`src/rtl/sbm_pkg.sv`:
```
package sbm_pkg;
  localparam logic [1:0] A_CTL  = 2'd0;
  localparam logic [1:0] A_STAT = 2'd1;
  localparam logic [1:0] A_DATA = 2'd2;

  localparam int CB_IRQEN = 7;
  localparam int CB_EN    = 6;
  localparam int CB_MSTR  = 4;

  localparam int HALF_W = 7;

  // Half of one SCK period in system clocks, per rate code.
  function automatic logic [HALF_W-1:0] half_len(input logic [2:0] code);
    case (code)
      3'd0:    half_len = 7'd2;
      3'd1:    half_len = 7'd8;
      3'd2:    half_len = 7'd32;
      3'd3:    half_len = 7'd64;
      3'd4:    half_len = 7'd1;
      3'd5:    half_len = 7'd4;
      3'd6:    half_len = 7'd16;
      default: half_len = 7'd32;
    endcase
  endfunction
endpackage

```
`src/rtl/sbm_rate_gen.sv`:
```
module sbm_rate_gen
  import sbm_pkg::*;
(
  input  logic       clk,
  input  logic       rst_n,
  input  logic       run,
  input  logic [2:0] code,
  output logic       tick
);
  logic [HALF_W-1:0] cnt;
  logic [HALF_W-1:0] lim;

  assign lim  = half_len(code) - HALF_W'(1);
  assign tick = run && (cnt >= lim);

  always_ff @(posedge clk) begin
    if (!rst_n)                   cnt <= '0;
    else if (!run || cnt >= lim)  cnt <= '0;
    else                          cnt <= cnt + HALF_W'(1);
  end

  // every half-period boundary restarts the count
  p_wrap_r1: assert property (@(posedge clk) disable iff (!rst_n)
    tick |=> (cnt == '0));
endmodule

```
`src/rtl/sbm_shifter.sv`:
```
module sbm_shifter #(
  parameter int DATA_W = 8
) (
  input  logic              clk,
  input  logic              rst_n,
  input  logic              load,
  input  logic              go,
  input  logic              abort,
  input  logic [DATA_W-1:0] load_val,
  input  logic              tick,
  input  logic              miso,
  output logic              busy,
  output logic              sck,
  output logic              mosi,
  output logic [DATA_W-1:0] shreg_q,
  output logic              done_evt
);
  localparam int CNT_W = $clog2(DATA_W);
  localparam logic [CNT_W-1:0] LAST = CNT_W'(DATA_W - 1);

  logic [CNT_W-1:0] bit_cnt;
  logic             rx_bit;

  assign mosi     = shreg_q[DATA_W-1];
  assign done_evt = busy && tick && sck && (bit_cnt == LAST) && !abort;

  always_ff @(posedge clk) begin
    if (!rst_n) begin
      shreg_q <= '0;
      busy    <= 1'b0;
      sck     <= 1'b0;
      bit_cnt <= '0;
      rx_bit  <= 1'b0;
    end else if (abort) begin
      busy    <= 1'b0;
      sck     <= 1'b0;
      bit_cnt <= '0;
    end else if (load && !busy) begin
      shreg_q <= load_val;
      busy    <= go;
      sck     <= 1'b0;
      bit_cnt <= '0;
    end else if (busy && tick) begin
      if (!sck) begin
        sck    <= 1'b1;
        rx_bit <= miso;
      end else begin
        sck     <= 1'b0;
        shreg_q <= {shreg_q[DATA_W-2:0], rx_bit};
        bit_cnt <= bit_cnt + CNT_W'(1);
        if (bit_cnt == LAST) busy <= 1'b0;
      end
    end
  end

  // no clock activity outside a transfer
  p_sck_idle_r2: assert property (@(posedge clk) disable iff (!rst_n)
    !busy |-> !sck);
  // MOSI only moves on a half-period boundary
  p_mosi_hold_r3: assert property (@(posedge clk) disable iff (!rst_n)
    (busy && $past(busy) && !$past(tick)) |-> $stable(mosi));
  // the last falling edge ends the transfer
  p_last_edge_r3: assert property (@(posedge clk) disable iff (!rst_n)
    done_evt |=> !busy);
endmodule

```
`src/rtl/sbm_flags.sv`:
```
module sbm_flags (
  input  logic clk,
  input  logic rst_n,
  input  logic done_set,
  input  logic fault_set,
  input  logic coll_set,
  input  logic stat_rd,
  input  logic data_acc,
  input  logic irq_ack,
  output logic done_flag,
  output logic coll_flag
);
  logic armed;
  logic clr;

  assign clr = data_acc && armed;

  always_ff @(posedge clk) begin
    if (!rst_n) begin
      armed     <= 1'b0;
      done_flag <= 1'b0;
      coll_flag <= 1'b0;
    end else begin
      if (stat_rd && (done_flag || coll_flag)) armed <= 1'b1;
      else if (clr)                            armed <= 1'b0;

      if (done_set || fault_set)  done_flag <= 1'b1;
      else if (clr || irq_ack)    done_flag <= 1'b0;

      if (coll_set)  coll_flag <= 1'b1;
      else if (clr)  coll_flag <= 1'b0;
    end
  end

  p_done_sets_r4: assert property (@(posedge clk) disable iff (!rst_n)
    done_set |=> done_flag);
  p_coll_sets_r5: assert property (@(posedge clk) disable iff (!rst_n)
    coll_set |=> coll_flag);
  p_armed_clear_r6: assert property (@(posedge clk) disable iff (!rst_n)
    (clr && !done_set && !fault_set && !coll_set) |=> (!done_flag && !coll_flag));
  p_unarmed_keep_r6: assert property (@(posedge clk) disable iff (!rst_n)
    (data_acc && !armed && done_flag && !irq_ack) |=> done_flag);
  p_ack_clears_r7: assert property (@(posedge clk) disable iff (!rst_n)
    (irq_ack && !done_set && !fault_set) |=> !done_flag);
endmodule

```
`src/rtl/sbm_top.sv`:
```
module sbm_top
  import sbm_pkg::*;
#(
  parameter int DATA_W = 8
) (
  input  logic              clk,
  input  logic              rst_n,
  input  logic [1:0]        bus_addr,
  input  logic              bus_wr,
  input  logic              bus_rd,
  input  logic [DATA_W-1:0] bus_wdata,
  output logic [DATA_W-1:0] bus_rdata,
  output logic              irq,
  input  logic              irq_ack,
  output logic              sck,
  output logic              mosi,
  input  logic              miso,
  input  logic              ss_n,
  input  logic              ss_is_input
);
  localparam logic [DATA_W-1:0] CTL_MASK =
    DATA_W'((1 << CB_IRQEN) | (1 << CB_EN) | (1 << CB_MSTR) | 3);

  logic [DATA_W-1:0] ctl_q;
  logic              dbl_q;
  logic              ss_meta, ss_sync;
  logic              busy, tick, done_evt;
  logic              done_flag, coll_flag;
  logic [DATA_W-1:0] shreg_q;

  logic wr_ctl, wr_stat, data_wr, stat_rd, data_acc;
  logic is_master, fault, coll_set;

  assign wr_ctl    = bus_wr && (bus_addr == A_CTL);
  assign wr_stat   = bus_wr && (bus_addr == A_STAT);
  assign data_wr   = bus_wr && (bus_addr == A_DATA);
  assign stat_rd   = bus_rd && (bus_addr == A_STAT);
  assign data_acc  = (bus_wr || bus_rd) && (bus_addr == A_DATA);
  assign is_master = ctl_q[CB_EN] && ctl_q[CB_MSTR];
  assign fault     = is_master && ss_is_input && !ss_sync;
  assign coll_set  = data_wr && busy;

  always_ff @(posedge clk) begin
    if (!rst_n) begin
      ss_meta <= 1'b1;
      ss_sync <= 1'b1;
    end else begin
      ss_meta <= ss_n;
      ss_sync <= ss_meta;
    end
  end

  always_ff @(posedge clk) begin
    if (!rst_n) begin
      ctl_q <= '0;
      dbl_q <= 1'b0;
    end else begin
      if (wr_ctl)  ctl_q <= bus_wdata & CTL_MASK;
      if (fault)   ctl_q[CB_MSTR] <= 1'b0;
      if (wr_stat) dbl_q <= bus_wdata[0];
    end
  end

  sbm_rate_gen u_rate (
    .clk  (clk),
    .rst_n(rst_n),
    .run  (busy),
    .code ({dbl_q, ctl_q[1:0]}),
    .tick (tick)
  );

  sbm_shifter #(.DATA_W(DATA_W)) u_shift (
    .clk     (clk),
    .rst_n   (rst_n),
    .load    (data_wr),
    .go      (is_master),
    .abort   (fault),
    .load_val(bus_wdata),
    .tick    (tick),
    .miso    (miso),
    .busy    (busy),
    .sck     (sck),
    .mosi    (mosi),
    .shreg_q (shreg_q),
    .done_evt(done_evt)
  );

  sbm_flags u_flags (
    .clk      (clk),
    .rst_n    (rst_n),
    .done_set (done_evt),
    .fault_set(fault),
    .coll_set (coll_set),
    .stat_rd  (stat_rd),
    .data_acc (data_acc),
    .irq_ack  (irq_ack),
    .done_flag(done_flag),
    .coll_flag(coll_flag)
  );

  always_comb begin
    case (bus_addr)
      A_CTL:   bus_rdata = ctl_q;
      A_STAT:  bus_rdata = {done_flag, coll_flag, {(DATA_W-3){1'b0}}, dbl_q};
      A_DATA:  bus_rdata = shreg_q;
      default: bus_rdata = '0;
    endcase
  end

  assign irq = done_flag && ctl_q[CB_IRQEN];

  // a fault demotes the block and stops the shifter
  p_fault_demote_r8: assert property (@(posedge clk) disable iff (!rst_n)
    fault |=> !ctl_q[CB_MSTR]);
  p_fault_abort_r8: assert property (@(posedge clk) disable iff (!rst_n)
    fault |=> (!busy && !sck));
  // a colliding write never restarts the shifter
  p_coll_no_restart_r5: assert property (@(posedge clk) disable iff (!rst_n)
    (coll_set && !fault && !done_evt) |=> busy);
endmodule

```
`config.mk`:
```
export PLATFORM = sky130hd
export DESIGN_NAME = sbm_top
export DESIGN_NICKNAME = d
export VERILOG_FILES = /design/src/rtl/sbm_pkg.sv /design/src/rtl/sbm_rate_gen.sv /design/src/rtl/sbm_shifter.sv /design/src/rtl/sbm_flags.sv /design/src/rtl/sbm_top.sv
export SDC_FILE = /design/constraint.sdc
export NUM_CORES = 1
export LEC_CHECK = 0
export ABC_AREA = 1
export CORE_MARGIN = 2
export CORE_UTILIZATION = 51
export CTS_BUF_LIST = sky130_fd_sc_hd__clkbuf_4 sky130_fd_sc_hd__clkbuf_8
export CTS_CLUSTER_DIAMETER = 30
export DETAILED_ROUTE_END_ITERATION = 10
export DONT_BUFFER_PORTS = 1
export PLACE_DENSITY = 0.78
export SYNTH_ARGS = -nofsm -noshare
export SYNTH_HDL_FRONTEND = slang
export SYNTH_SLANG_ARGS = --single-unit
```
`constraint.sdc`:
```
create_clock -name clk -period 2.1 [get_ports clk]
set_input_delay 0.21 -clock clk [delete_from_list [all_inputs] [get_ports clk]]
set_output_delay 0.21 -clock clk [all_outputs]
set_load 0.05 [all_outputs]
```
==> impl_results.rst, run 1 <==
.. list-table::
   :header-rows: 1

   * - Metric
     - Value
   * - Warnings, synthesis
     - 0
   * - Setup clock skew after layout
     - 0.00884 ns
   * - CP Capture Type
     - flop
   * - Sequential element share of the synthesized area
     - 33.6%
   * - Residual overflow from global routing
     - 0
   * - Starting utilization of the core area
     - between 50 and 60%
   * - Clock transition at path regs
     - 0.07 ns
   * - Cells along the critical path
     - nor2_4 -> nand2_2 -> ha_4 -> inv_4 -> o21ai_1 -> o21ai_1 -> ha_1 -> nand2_1 -> nand2_2 -> a21oi_4 -> nand3_4 -> or2_4 -> nor3b_2
   * - Filler cell count in the final layout
     - 327
   * - Cells taking the most area after synthesis
     - dfxtp_1, nand2_1, inv_1
   * - Vias/cell
     - 5.08
   * - Total routed wire length on the met1 layer
     - roughly 1800 um
   * - Synth Area in Compound Gates
     - 12.8%
   * - Share of the synthesized netlist area taken by xor and xnor gates
     - 1.38%
   * - Max-cap violations
     - 0
   * - Maximum number of pins on one net before global-route repair
     - 20
   * - Detail-routed net length per standard cell
     - 12.2 um
   * - Number of remaining DRC errors
     - 0
   * - Share of async-settable or async-resettable flops after synthesis
     - 0%
   * - Clock buffer depth
     - 2
   * - Arrival time reported for the critical path endpoint
     - about 2.5 ns
   * - Initial DRT Pass Iterations
     - 4
   * - Reg-to-reg slack, setup
     - -0.16 ns
   * - Avg Inst Size Synth
     - 6.91 um^2
   * - Met3 WL
     - 222 um
   * - Hold Startpoint
     - ss_n
   * - Number of vias after detailed routing
     - 1,748
   * - Standard-cell row count
     - 22
   * - Initial drt markers
     - 86
   * - Run status
     - complete, but fails checks
   * - Half-perimeter wire length of the detailed placement result
     - 3040 um
   * - Cell area after synthesis
     - 1910 um^2
   * - Cell area power density
     - approximately 630 nW/um^2
   * - Max-Slew Margin vs Limit
     - 61.2%
   * - Sequential cell area
     - 644 um^2
   * - Number of synthesized flops with an enable pin
     - 0
   * - Largest stage delay, worst path
     - roughly 0.33 ns
   * - Min-Delay Path Depth
     - 1
   * - Met2 wire length
     - 2030 um
   * - Critical path data required time
     - approximately 2.3 ns
   * - VDD IR max
     - 478 uV
   * - H-Tree Depth
     - 2
   * - Distinct cell type count after synthesis
     - 32
   * - Synth Flop Type
     - dfxtp_1
   * - Yosys top cell by area
     - dfxtp_1
   * - Floorplan die area
     - 4250 um^2
   * - Launch instance of the worst register-to-register path
     - ctl_q[0]
   * - Final hold violations
     - 0
   * - Register-to-Register Path Depth
     - 13
   * - Core area
     - 3630 um^2
   * - Mux cell area share after synthesis
     - 0%
   * - Post-Synth Adder-Cell Area
     - 7.21%
   * - Synth Register Bits
     - 32
   * - Hold Path End
     - ss_meta
   * - Vias in the first global route
     - 1,625
   * - Reg-to-Reg End
     - u_rate.cnt[3]
   * - Antenna violations before repair
     - 0
   * - Clock Latency Late Sink
     - 0.29 ns
   * - Post-Syn Instances
     - about 280
   * - Largest family of logic cells by synthesized area
     - simple AND/OR/NAND/NOR gates
   * - Cell with the largest stage delay on the worst path
     - dfxtp_2
   * - Buffers on Ports
     - 0
   * - Setup slack after layout
     - -0.160 ns
   * - RD Place Congestion
     - 0.805
   * - Count of buffer and inverter cells on the critical path
     - 1
   * - Num ports
     - 29
   * - Top routing layer in use
     - met4
   * - Design area
     - ~2300 um^2
   * - TritonCTS clock tree
     - yes
   * - Worst setup path class
     - flop to flop
   * - Wire length of the first global-routing pass
     - 6980 um
   * - Pins over their slew limit
     - 0
   * - Y dimension of the die
     - 65.2 um
   * - Pin slew with the least headroom to its limit
     - 0.581 ns
   * - Number of setup violations in the final report
     - 21
   * - Final cell utilization of the core
     - 62.8%
   * - Worst setup slack after placement
     - -0.181 ns
   * - Placed standard-cell area
     - approximately 2000 um^2
   * - Number of antenna diodes
     - 0
   * - Largest fanout on the critical path
     - 7
   * - Leakage component of the power
     - 1.04 nW
   * - Top cell type's share of synthesized area
     - 33.6%
   * - Path category of the worst min-delay check
     - input pin to flop
   * - Sum of routed wire length over all layers
     - between 4000 and 5000 um
   * - Period utilisation layout
     - 108%
   * - Post-synth net total
     - 305
   * - Simple-gate area share of the yosys netlist
     - 33.1%
   * - Root Buffer Master
     - clkbuf_8
   * - Share of post-route cells with drive strength above 1
     - 24.3%
   * - Overall global routing resource usage
     - 21.3%
   * - Violated checks
     - negative setup slack
   * - Gate family responsible for the most delay along the worst path
     - simple AND/OR/NAND/NOR gates
   * - Area growth from synthesis to final layout
     - 19.6%
   * - Highest clock rate
     - 443 MHz
   * - Number of buffers inserted during clock tree synthesis
     - 5
   * - Area used by multi-input combinational logic
     - roughly 1200 um^2
   * - Final antenna-violating net count
     - 0
   * - Total number of clock tree sinks
     - 32
   * - Post-route minimum period
     - 2.26 ns
   * - Die extent in x
     - 65.2 um
   * - Layout Nets
     - 324
   * - Unrepaired setup endpoints after global routing
     - yes
   * - Critical path launch point type
     - flop
[timing repair]
item                       in CTS  in global routing
buffers inserted                1                  0
hold buffers                    0                  0
gates cloned                    1                  0
pin swaps                      10                 12
gates resized for setup        13                 16
setup endpoints to repair      20                 22
[worst max-delay path by stage]
stage	cells past startpoint	slack, ns	endpoint	start
after floorplan	14	0.006	u_rate.cnt[4]	ctl_q[0]
after global placement	13	-0.09	u_rate.cnt[4]	ctl_q[0]
after detailed placement	13	-0.18	u_rate.cnt[3]	ctl_q[0]
after CTS	17	-0.08	u_shift.bit_cnt[0]	ctl_q[1]
after global routing	13	-0.26	u_rate.cnt[3]	ctl_q[0]
final	13	-0.16	u_rate.cnt[3]	ctl_q[0]
[metrics by stage]
| stage | hold slack [ns] | cells | total power [mW] | setup TNS (ns) |
|---|---|---|---|---|
| 4_1_cts | 0.0200 | 344 | 1.42 | -1.17 |
| 3_3_place_gp | 0.321 | 334 | 0.814 | -0.586 |
| 5_1_grt | 0.0214 | 344 | 1.49 | -4.30 |
| 3_5_place_dp | 0.319 | 334 | 0.820 | -2.23 |
| 6_report | 0.0259 | 344 | 1.43 | -1.96 |
| 2_1_floorplan | 0.317 | 276 | 0.783 | 0 |
[area by class of cell]
cell class              instances  area share [%]
well taps                      48            2.63
multi-input cells             192            50.5
clock buffers                   6            3.34
repair buffers                 18            5.92
flip-flops and latches         32            28.2
inverters                      46            7.79
clock inverters                 2            1.54
[logic make-up (layout without fill, tap and decap cells)]
| group | Yosys count | after routing |
|---|---|---|
| xor+xnor | 3 | 3 |
| fa+ha+maj | 11 | 11 |
| compound gates | 43 | 43 |
| flops | 32 | 32 |
| buf+inv | 53 | 72 |
| simple gates | 134 | 135 |
[state kept, by name, indices dropped and copies added (netlist names)]
name / cells
dbl_q: 1
u_flags.done_flag: 1
u_shift.busy: 1
ss_meta: 1
u_shift.bit_cnt: 3
u_rate.cnt: 7
u_flags.coll_flag: 1
u_shift.shreg_q: 8
u_shift.sck: 1
u_shift.rx_bit: 1
ctl_q: 5
ss_sync: 1
u_flags.armed: 1
[cell usage in the layout (no fill, tap or decap), drive strengths merged]
| cell | instances |
|---|---|
| ha | 11 |
| bufinv | 1 |
| nand4 | 1 |
| nand3 | 19 |
| clkbuf | 6 |
| a21oi | 16 |
| clkinv | 1 |
| o221ai | 1 |
| inv | 46 |
| nand3b | 1 |
| o21ai | 21 |
| nor3 | 1 |
| nand2 | 63 |
| xor2 | 3 |
| nor3b | 2 |
| or2 | 4 |
| o211ai | 3 |
| o22ai | 1 |
| nor2 | 44 |
| buf | 18 |
| a31oi | 1 |
| dfxtp | 32 |
[report_power, final]
group,switching (mW),internal [mW],leakage [nW]
clock network,0.226,0.365,0.0586
registers,0.00950,0.623,0.261
logic,0.130,0.0788,0.717
total,0.366,1.07,1.04
[layer usage]
layer,up-vias,track usage (%)
li1,906,-
met3,17,4.62
met1,777,25.3
met4,0,11.5
met2,48,35.7
met5,-,0
[synthesized netlist by cell type (2+ instances only)]
library cell  instances
buf_6                 3
nor3b_2               2
nand3_2               4
o211ai_1              3
dfxtp_1              32
nand2_2               3
ha_1                 11
nand2_1              60
o21ai_0              20
nand3_1              13
or2_2                 3
nor2_1               39
a21oi_1              15
inv_1                42
nor2_2                4
inv_2                 4
xor2_1                3
Power figures use the tool's default switching activity.
==> inputs of run 2 (changes only) <==
- ABC_AREA: 1 -> unset
- PLACE_DENSITY: 0.78 -> 0.69
- SLEW_MARGIN: unset -> 30
==> impl_results.rst, run 2 <==
.. list-table::
   :header-rows: 1

   * - Metric
     - Value
   * - Run status
     - complete, but fails checks (unchanged)
   * - Violated checks
     - negative setup slack (unchanged)
   * - Largest registers
     - u_shift.shreg_q (8), u_rate.cnt (7), ctl_q (5) (unchanged)
   * - Arrival time reported for the critical path endpoint
     - 2.79 ns (was 2.47 ns)
   * - Vias in the first global route
     - 1,556 (was 1,625)
   * - Placed standard-cell area
     - 1990 um^2 (was 2060 um^2)
   * - Starting utilization of the core area
     - 52.4% (was 52.5%)
   * - Switching power of the nets
     - 0.295 mW (was 0.366 mW)
   * - Synth Register Bits
     - 32 (unchanged)
   * - Final antenna-violating net count
     - 0 (unchanged)
   * - Area growth from synthesis to final layout
     - 25.2% (was 19.6%)
   * - Clock buffer depth
     - 2 (unchanged)
   * - Design area
     - 2170 um^2 (was 2280 um^2)
   * - Setup slack after layout
     - -0.412 ns (was -0.160 ns)
   * - Initial DRT Pass Iterations
     - 4 (unchanged)
   * - Critical path data required time
     - 2.38 ns (was 2.31 ns)
   * - Wire length of the first global-routing pass
     - 7160 um (was 6980 um)
   * - Worst setup slack after placement
     - -0.542 ns (was -0.181 ns)
   * - Number of setup violations in the final report
     - 22 (was 21)
   * - Hold_ws
     - 0.00999 ns (was 0.0259 ns)
   * - H-Tree Depth
     - 2 (unchanged)
   * - Commonest cells after routing, fill and taps aside
     - dfxtp_1, buf_4, nor2_1, nand2_1, mux2i_1 (was nand2_1, inv_1, nor2_1, dfxtp_1, buf_4)
   * - Vias/cell
     - 5.82 (was 5.08)
   * - Max-Slew Margin vs Limit
     - 59.9% (was 61.2%)
   * - Standard-cell row count
     - 21 (was 22)
   * - Setup clock skew after layout
     - 0.00561 ns (was 0.00884 ns)
   * - Distinct cell type count after synthesis
     - 41 (was 32)
   * - Yosys top cell by area
     - dfxtp_1 (unchanged)
   * - CP Capture Type
     - flop (unchanged)
   * - Highest clock rate
     - 398 MHz (was 443 MHz)
   * - Share of async-settable or async-resettable flops after synthesis
     - 0% (unchanged)
   * - Pin slew with the least headroom to its limit
     - 0.599 ns (was 0.581 ns)
   * - Residual overflow from global routing
     - 0 (unchanged)
   * - Root Buffer Master
     - clkbuf_4 (was clkbuf_8)
   * - Cell area power density
     - 518 nW/um^2 (was 628 nW/um^2)
   * - Critical path launch point type
     - flop (unchanged)
   * - Synth Flop Type
     - dfxtp_1 (unchanged)
   * - Die extent in x
     - 62.3 um (was 65.2 um)
   * - Cell with the most instances after synthesis
     - dfxtp_1 (was nand2_1)
   * - Part of the power in the clock network
     - 30.5% (was 41.2%)
   * - Unrepaired setup endpoints after global routing
     - yes (unchanged)
   * - Cell area after synthesis
     - 1740 um^2 (was 1910 um^2)
   * - Cell Int Power
     - 0.831 mW (was 1.07 mW)
   * - Largest stage delay, worst path
     - 0.38 ns (was 0.33 ns)
   * - Clock transition at path regs
     - 0.10 ns (was 0.07 ns)
   * - Post-synth net total
     - 224 (was 305)
   * - Filler cell count in the final layout
     - 289 (was 327)
   * - Net switching share of the total power
     - 26.2% (was 25.5%)
   * - Core area
     - 3310 um^2 (was 3630 um^2)
   * - Share of power burned in registers
     - 55.3% (was 44.2%)
   * - Max-cap violations
     - 0 (unchanged)
   * - Number of synthesized flops with an enable pin
     - 0 (unchanged)
   * - Gate family responsible for the most delay along the worst path
     - simple AND/OR/NAND/NOR gates (unchanged)
   * - Warnings, synthesis
     - 0 (unchanged)
   * - Share of post-route cells with drive strength above 1
     - 31.1% (was 24.3%)
   * - Number of buffers inserted during clock tree synthesis
     - 5 (unchanged)
   * - Number of flip-flops under the largest register name
     - 8 (unchanged)
   * - Cells taking the most area after synthesis
     - dfxtp_1, ha_1, mux2i_1 (was dfxtp_1, nand2_1, inv_1)
   * - TritonCTS clock tree
     - yes (unchanged)
   * - Most common cell after layout, fill and taps aside
     - dfxtp_1 (was nand2_1)
   * - Worst setup path class
     - flop to flop (unchanged)
   * - Post-route minimum period
     - 2.51 ns (was 2.26 ns)
   * - Number of remaining DRC errors
     - 0 (unchanged)
   * - Number of vias after detailed routing
     - 1,576 (was 1,748)
   * - RD Place Congestion
     - 0.805 (about the same)
   * - Buffers on Ports
     - 0 (unchanged)
   * - Top cell type's share of synthesized area
     - 36.9% (was 33.6%)
   * - Cell with the largest stage delay on the worst path
     - or3_4 (was dfxtp_2)
   * - VDD IR max
     - 301 uV (was 478 uV)
   * - Final hold violations
     - 0 (unchanged)
   * - Largest fanout on the critical path
     - 4 (was 7)
   * - Count of buffer and inverter cells on the critical path
     - 0 (was 1)
   * - Sequential element share of the synthesized area
     - 36.9% (was 33.6%)
   * - Leakage component of the power
     - 0.893 nW (was 1.04 nW)
   * - Cells along the critical path
     - or3_4 -> ha_4 -> nor2_4 -> a21oi_2 -> nor2_1 -> a31oi_1 -> ha_1 -> and4_1 -> o21ai_2 -> o21a_4 -> or3_1 -> a21boi_1 (was nor2_4 -> nand2_2 -> ha_4 -> inv_4 -> o21ai_1 -> o21ai_1 -> ha_1 -> nand2_1 -> nand2_2 -> a21oi_4 -> nand3_4 -> or2_4 -> nor3b_2)
   * - Register bank with the most flops
     - u_shift.shreg_q (unchanged)
   * - Antenna violations before repair
     - 0 (unchanged)
   * - Total number of clock tree sinks
     - 32 (unchanged)
   * - Top cells by count, synth
     - dfxtp_1, nor2_1, nand2_1, ha_1, mux2i_1 (was nand2_1, inv_1, nor2_1, dfxtp_1, o21ai_0)
   * - Maximum number of pins on one net before global-route repair
     - 14 (was 20)
   * - Clock Latency Late Sink
     - 0.34 ns (was 0.29 ns)
   * - Half-perimeter wire length of the detailed placement result
     - 3110 um (was 3040 um)
   * - Post-Syn Instances
     - 195 (was 276)
   * - Floorplan die area
     - 3890 um^2 (was 4250 um^2)
   * - Initial drt markers
     - 100 (was 86)
   * - Detail-routed net length per standard cell
     - 15.7 um (was 12.2 um)
   * - Period utilisation layout
     - 120% (was 108%)
   * - Number of antenna diodes
     - 0 (unchanged)
   * - Avg Inst Size Synth
     - 8.90 um^2 (was 6.91 um^2)
   * - Sum of routed wire length over all layers
     - 4260 um (was 4210 um)
   * - Path category of the worst min-delay check
     - input pin to flop (unchanged)
   * - Part of the power in combinational logic
     - 14.2% (was 14.6%)
   * - Overall global routing resource usage
     - 23.2% (was 21.3%)
   * - Pins over their slew limit
     - 0 (unchanged)
   * - Num ports
     - 29 (unchanged)
   * - Layout Nets
     - 254 (was 324)
   * - Y dimension of the die
     - 62.3 um (was 65.2 um)
## run 2: cell types whose count changed after synthesis, sizes merged, moves of 6 or more
cell	before	now
a21oi	16	6
o22ai	1	8
o221a	0	8
nor2	44	22
and2	0	6
inv	46	5
nand2	63	20
nand3	18	7
o21ai	21	9
mux2i	0	11
## run 2: worst paths after layout
kind	from	end	slack, ns	depth (start not counted)
setup / recovery	dbl_q	u_shift.bit_cnt[0]	-0.41	12
hold reg to reg	ss_meta	ss_sync	0.42	1
setup reg to reg	dbl_q	u_shift.bit_cnt[0]	-0.41	12
hold / removal	bus_wdata[1]	ctl_q[1]	0.01	2
## run 2: logic make-up (layout without fill, tap and decap cells)
| group | count (synthesis) | in the layout | share of synthesized area [%] |
|---|---|---|---|
| and+or+nand+nor | 76 | 76 | 22.1 |
| xor gates and xnor gates | 6 | 6 | 3.03 |
| AOI/OAI and AO/OA | 46 | 46 | 20.3 |
| buffers and inverters | 13 | 43 | 3.39 |
| muxes | 11 | 11 | 6.34 |
| adders and majority gates | 11 | 11 | 7.93 |
| DFF | 32 | 32 | 36.9 |
## run 2: metal layers
metal | GRT usage [%] | routed length, um
met4 | 10.8 | 78
met5 | 0 | 0
met2 | 39.3 | 2070
met1 | 28.1 | 1860
met3 | 5.07 | 263
## run 2: layout make-up
cell class	count	area (um^2)	area share [%]
flip-flops and latches	32	644	29.6
repair buffers	31	249	11.5
clock buffers	6	45.0	2.07
well taps	46	57.6	2.65
inverters	5	18.8	0.864
multi-input cells	150	1150	53.1
clock inverters	1	5.00	0.230
## run 2: through the flow
stage	std cells	utilization, %	TNS (ns)	power [mW]
2_1_floorplan	195	-	-5.99	0.739
3_5_place_dp	260	60.0	-10.52	0.767
3_3_place_gp	260	60.0	-8.27	0.762
6_report	271	65.6	-7.66	1.13
5_1_grt	271	65.6	-10.68	1.17
4_1_cts	270	64.3	-6.87	1.12
## run 2: power groups by stage
stage	Sequential [mW]	Combinational, mW	Clock, mW
finish	0.623	0.160	0.343
global route	0.624	0.172	0.370
CTS	0.622	0.147	0.353
detailed placement	0.636	0.131	0
global placement	0.635	0.127	0
floorplan	0.637	0.102	0
## run 2: what timing repair did
| item | in CTS | in global routing |
|---|---|---|
| setup endpoints to repair | 22 | 22 |
| resized for setup | 20 | 7 |
| hold buffers | 2 | 0 |
| endpoints found under the hold margin | 9 | 0 |
| buffers inserted | 3 | 1 |
| pin swaps | 19 | 17 |
## run 2: worst register-to-register path: cells and delay by family, from the launching register on
kind	cells	cell delay, ns
adder cells (fa/ha/maj)	2	0.48
flip-flops	1	0.33
AND/OR/NAND/NOR	5	1.10
AO/OA/AOI/OAI	5	0.55
==> inputs of run 3 (changes only) <==
- ABC_AREA: unset -> 1
- CELL_PAD_IN_SITES_DETAIL_PLACEMENT: unset -> 1
- CELL_PAD_IN_SITES_GLOBAL_PLACEMENT: unset -> 1
- CORE_UTILIZATION: 51 -> 42
- PLACE_DENSITY: 0.69 -> unset
- PLACE_DENSITY_LB_ADDON: unset -> 0.1
==> impl_results.rst, run 3 (synthesis gave the netlist of run 1 again) <==
.. list-table::
   :header-rows: 1

   * - Metric
     - Value
   * - Antenna violations before repair
     - 0 (unchanged)
   * - Final hold violations
     - 0 (unchanged)
   * - Design area
     - 2390 um^2 (was 2170 um^2)
   * - Pins over their slew limit
     - 0 (unchanged)
   * - Total of hold buffers inserted after clock tree synthesis
     - 0 (was 2)
   * - Arrival time reported for the critical path endpoint
     - 2.48 ns (was 2.79 ns)
   * - Register bank with the most flops
     - u_shift.shreg_q (unchanged)
   * - Half-perimeter wire length of the detailed placement result
     - 3590 um (was 3110 um)
   * - Floorplan die area
     - 5100 um^2 (was 3890 um^2)
   * - Starting utilization of the core area
     - 43.8% (was 52.4%)
   * - Switching power of the nets
     - 0.391 mW (was 0.295 mW)
   * - Wire length of the first global-routing pass
     - 8650 um (was 7160 um)
   * - Period utilisation layout
     - 108% (was 120%)
   * - Largest registers
     - u_shift.shreg_q (8), u_rate.cnt (7), ctl_q (5) (unchanged)
   * - VDD IR max
     - 363 uV (was 301 uV)
   * - Max-Slew Margin vs Limit
     - 61.6% (was 59.9%)
   * - Clock Latency Late Sink
     - 0.29 ns (was 0.34 ns)
   * - Initial DRT Pass Iterations
     - 4 (unchanged)
   * - Total number of clock tree sinks
     - 32 (unchanged)
   * - Post-route minimum period
     - 2.26 ns (was 2.51 ns)
   * - Clock transition at path regs
     - 0.07 ns (was 0.10 ns)
   * - Standard-cell row count
     - 24 (was 21)
   * - H-Tree Depth
     - 2 (unchanged)
   * - Cell area power density
     - 572 nW/um^2 (was 518 nW/um^2)
   * - Num ports
     - 29 (unchanged)
   * - Number of flip-flops under the largest register name
     - 8 (unchanged)
   * - RD Place Congestion
     - 0.720 (was 0.805)
   * - Maximum number of pins on one net before global-route repair
     - 20 (was 14)
   * - Net switching share of the total power
     - 28.6% (was 26.2%)
   * - Violated checks
     - negative setup slack (unchanged)
   * - Number of remaining DRC errors
     - 0 (unchanged)
   * - Vias/cell
     - 5.05 (was 5.82)
   * - Share of power burned in registers
     - 46.3% (was 55.3%)
   * - Sum of routed wire length over all layers
     - 5120 um (was 4260 um)
   * - Root Buffer Master
     - clkbuf_8 (was clkbuf_4)
   * - Worst setup path class
     - flop to flop (unchanged)
   * - Leakage component of the power
     - 1.06 nW (was 0.893 nW)
   * - Largest fanout on the critical path
     - 7 (was 4)
   * - Part of the power in the clock network
     - 36.2% (was 30.5%)
   * - Detail-routed net length per standard cell
     - 14.6 um (was 15.7 um)
   * - Final cell utilization of the core
     - 54.9% (was 65.6%)
   * - Filler cell count in the final layout
     - 567 (was 289)
   * - Number of setup violations in the final report
     - 21 (was 22)
   * - Most common cell after layout, fill and taps aside
     - nand2_1 (was dfxtp_1)
   * - CP Capture Type
     - flop (unchanged)
   * - Die extent in x
     - 71.4 um (was 62.3 um)
   * - Share of post-route cells with drive strength above 1
     - 31.8% (was 31.1%)
   * - Buffers on Ports
     - 0 (unchanged)
   * - Layout Nets
     - 327 (was 254)
   * - Final antenna-violating net count
     - 0 (unchanged)
   * - Setup slack after layout
     - -0.158 ns (was -0.412 ns)
   * - Core area
     - 4350 um^2 (was 3310 um^2)
   * - Vias in the first global route
     - 1,858 (was 1,556)
   * - Y dimension of the die
     - 71.4 um (was 62.3 um)
   * - Number of vias after detailed routing
     - 1,772 (was 1,576)
   * - Highest clock rate
     - 443 MHz (was 398 MHz)
   * - Path category of the worst min-delay check
     - input pin to flop (unchanged)
   * - Run status
     - complete, but fails checks (unchanged)
   * - Pin slew with the least headroom to its limit
     - 0.573 ns (was 0.599 ns)
   * - Initial drt markers
     - 60 (was 100)
   * - Setup clock skew after layout
     - 0.00414 ns (was 0.00561 ns)
   * - Unrepaired setup endpoints after global routing
     - yes (unchanged)
   * - Overall global routing resource usage
     - 21.9% (was 23.2%)
   * - Placed standard-cell area
     - 2070 um^2 (was 1990 um^2)
   * - Hold_ws
     - 0.0228 ns (was 0.00999 ns)
   * - Number of buffers inserted during clock tree synthesis
     - 5 (unchanged)
   * - Commonest cells after routing, fill and taps aside
     - nand2_1, inv_1, nor2_1, dfxtp_1, buf_4 (was dfxtp_1, buf_4, nor2_1, nand2_1, mux2i_1)
   * - Cell Int Power
     - 0.976 mW (was 0.831 mW)
   * - Part of the power in combinational logic
     - 17.5% (was 14.2%)
   * - Clock buffer depth
     - 2 (unchanged)
   * - Critical path launch point type
     - flop (unchanged)
   * - TritonCTS clock tree
     - yes (unchanged)
   * - Number of antenna diodes
     - 0 (unchanged)
   * - Area growth from synthesis to final layout
     - 25.3% (was 25.2%)
   * - Max-cap violations
     - 0 (unchanged)
   * - Residual overflow from global routing
     - 0 (unchanged)
   * - Critical path data required time
     - 2.32 ns (was 2.38 ns)
-- run 3: changes by cell type in the layout (fill, tap and decap cells not counted), sizes merged, moves of 8 or more --
cell,change
nor2,+22
mux2i,-11
inv,+41
o21ai,+12
o221a,-8
a21oi,+10
nand3,+12
nand2,+43
buf,-8
-- run 3: worst max-delay path: stages, from the launching register on --
cell     delay (ns)
dfxtp_2        0.34
nor2_4         0.13
nand2_2        0.09
ha_4           0.18
inv_6          0.08
o21ai_2        0.05
o21ai_1        0.09
ha_1           0.28
nand2_1        0.09
nand2_2        0.06
a21oi_4        0.17
nand3_4        0.15
or2_4          0.32
nor3b_2        0.16
-- run 3: repair_timing --
item	in CTS	in global routing
pin swaps	19	16
buffers inserted	2	1
endpoints found under the setup margin	22	22
gates resized for setup	40	13
cloned	1	0
-- run 3: cell type report --
| class | count | area [um^2] | area share, % |
|---|---|---|---|
| Clock buffer | 6 | 82.6 | 3.45 |
| Timing Repair Buffer | 21 | 158 | 6.59 |
| Tap cell | 52 | 65.1 | 2.72 |
| Inverter | 46 | 180 | 7.54 |
| Clock inverter | 2 | 10.0 | 0.419 |
| Multi-Input combinational cell | 192 | 1250 | 52.2 |
| Sequential cell | 32 | 647 | 27.1 |
-- run 3: through the flow --
stage / TNS [ns] / cells / setup WS, ns / power, mW
6_report: -2.20 / 351 / -0.158 / 1.37
4_1_cts: -1.96 / 350 / -0.141 / 1.36
5_1_grt: -4.73 / 351 / -0.274 / 1.43
3_3_place_gp: -2.12 / 339 / -0.177 / 0.821
2_1_floorplan: 0 / 276 / 0.00578 / 0.783
3_5_place_dp: -4.30 / 339 / -0.284 / 0.827
-- run 3: routing by layer --
| layer | up-vias | GRT usage (%) | routed length, um |
|---|---|---|---|
| met5 | - | 0 | 0 |
| met2 | 28 | 36.9 | 2450 |
| met3 | 7 | 3.94 | 177 |
| met1 | 828 | 27.5 | 2410 |
| li1 | 909 | - | - |
| met4 | 0 | 8.81 | 82 |
-- run 3: final timing paths --
kind                  from            end  slack (ns)  cells past startpoint
hold / removal        ss_n        ss_meta        0.02                      1
setup / recovery  ctl_q[0]  u_rate.cnt[4]       -0.16                     13
setup reg to reg  ctl_q[0]  u_rate.cnt[4]       -0.16                     13
hold reg to reg    ss_meta        ss_sync        0.42                      1
-- run 3: power groups by stage --
| stage | logic [mW] | clock network, mW | registers, mW |
|---|---|---|---|
| 6_report | 0.240 | 0.495 | 0.632 |
| 5_1_grt | 0.265 | 0.536 | 0.634 |
| 4_1_cts | 0.219 | 0.513 | 0.632 |
| 3_5_place_dp | 0.182 | 0 | 0.645 |
| 3_3_place_gp | 0.176 | 0 | 0.645 |
| 2_1_floorplan | 0.135 | 0 | 0.648 |
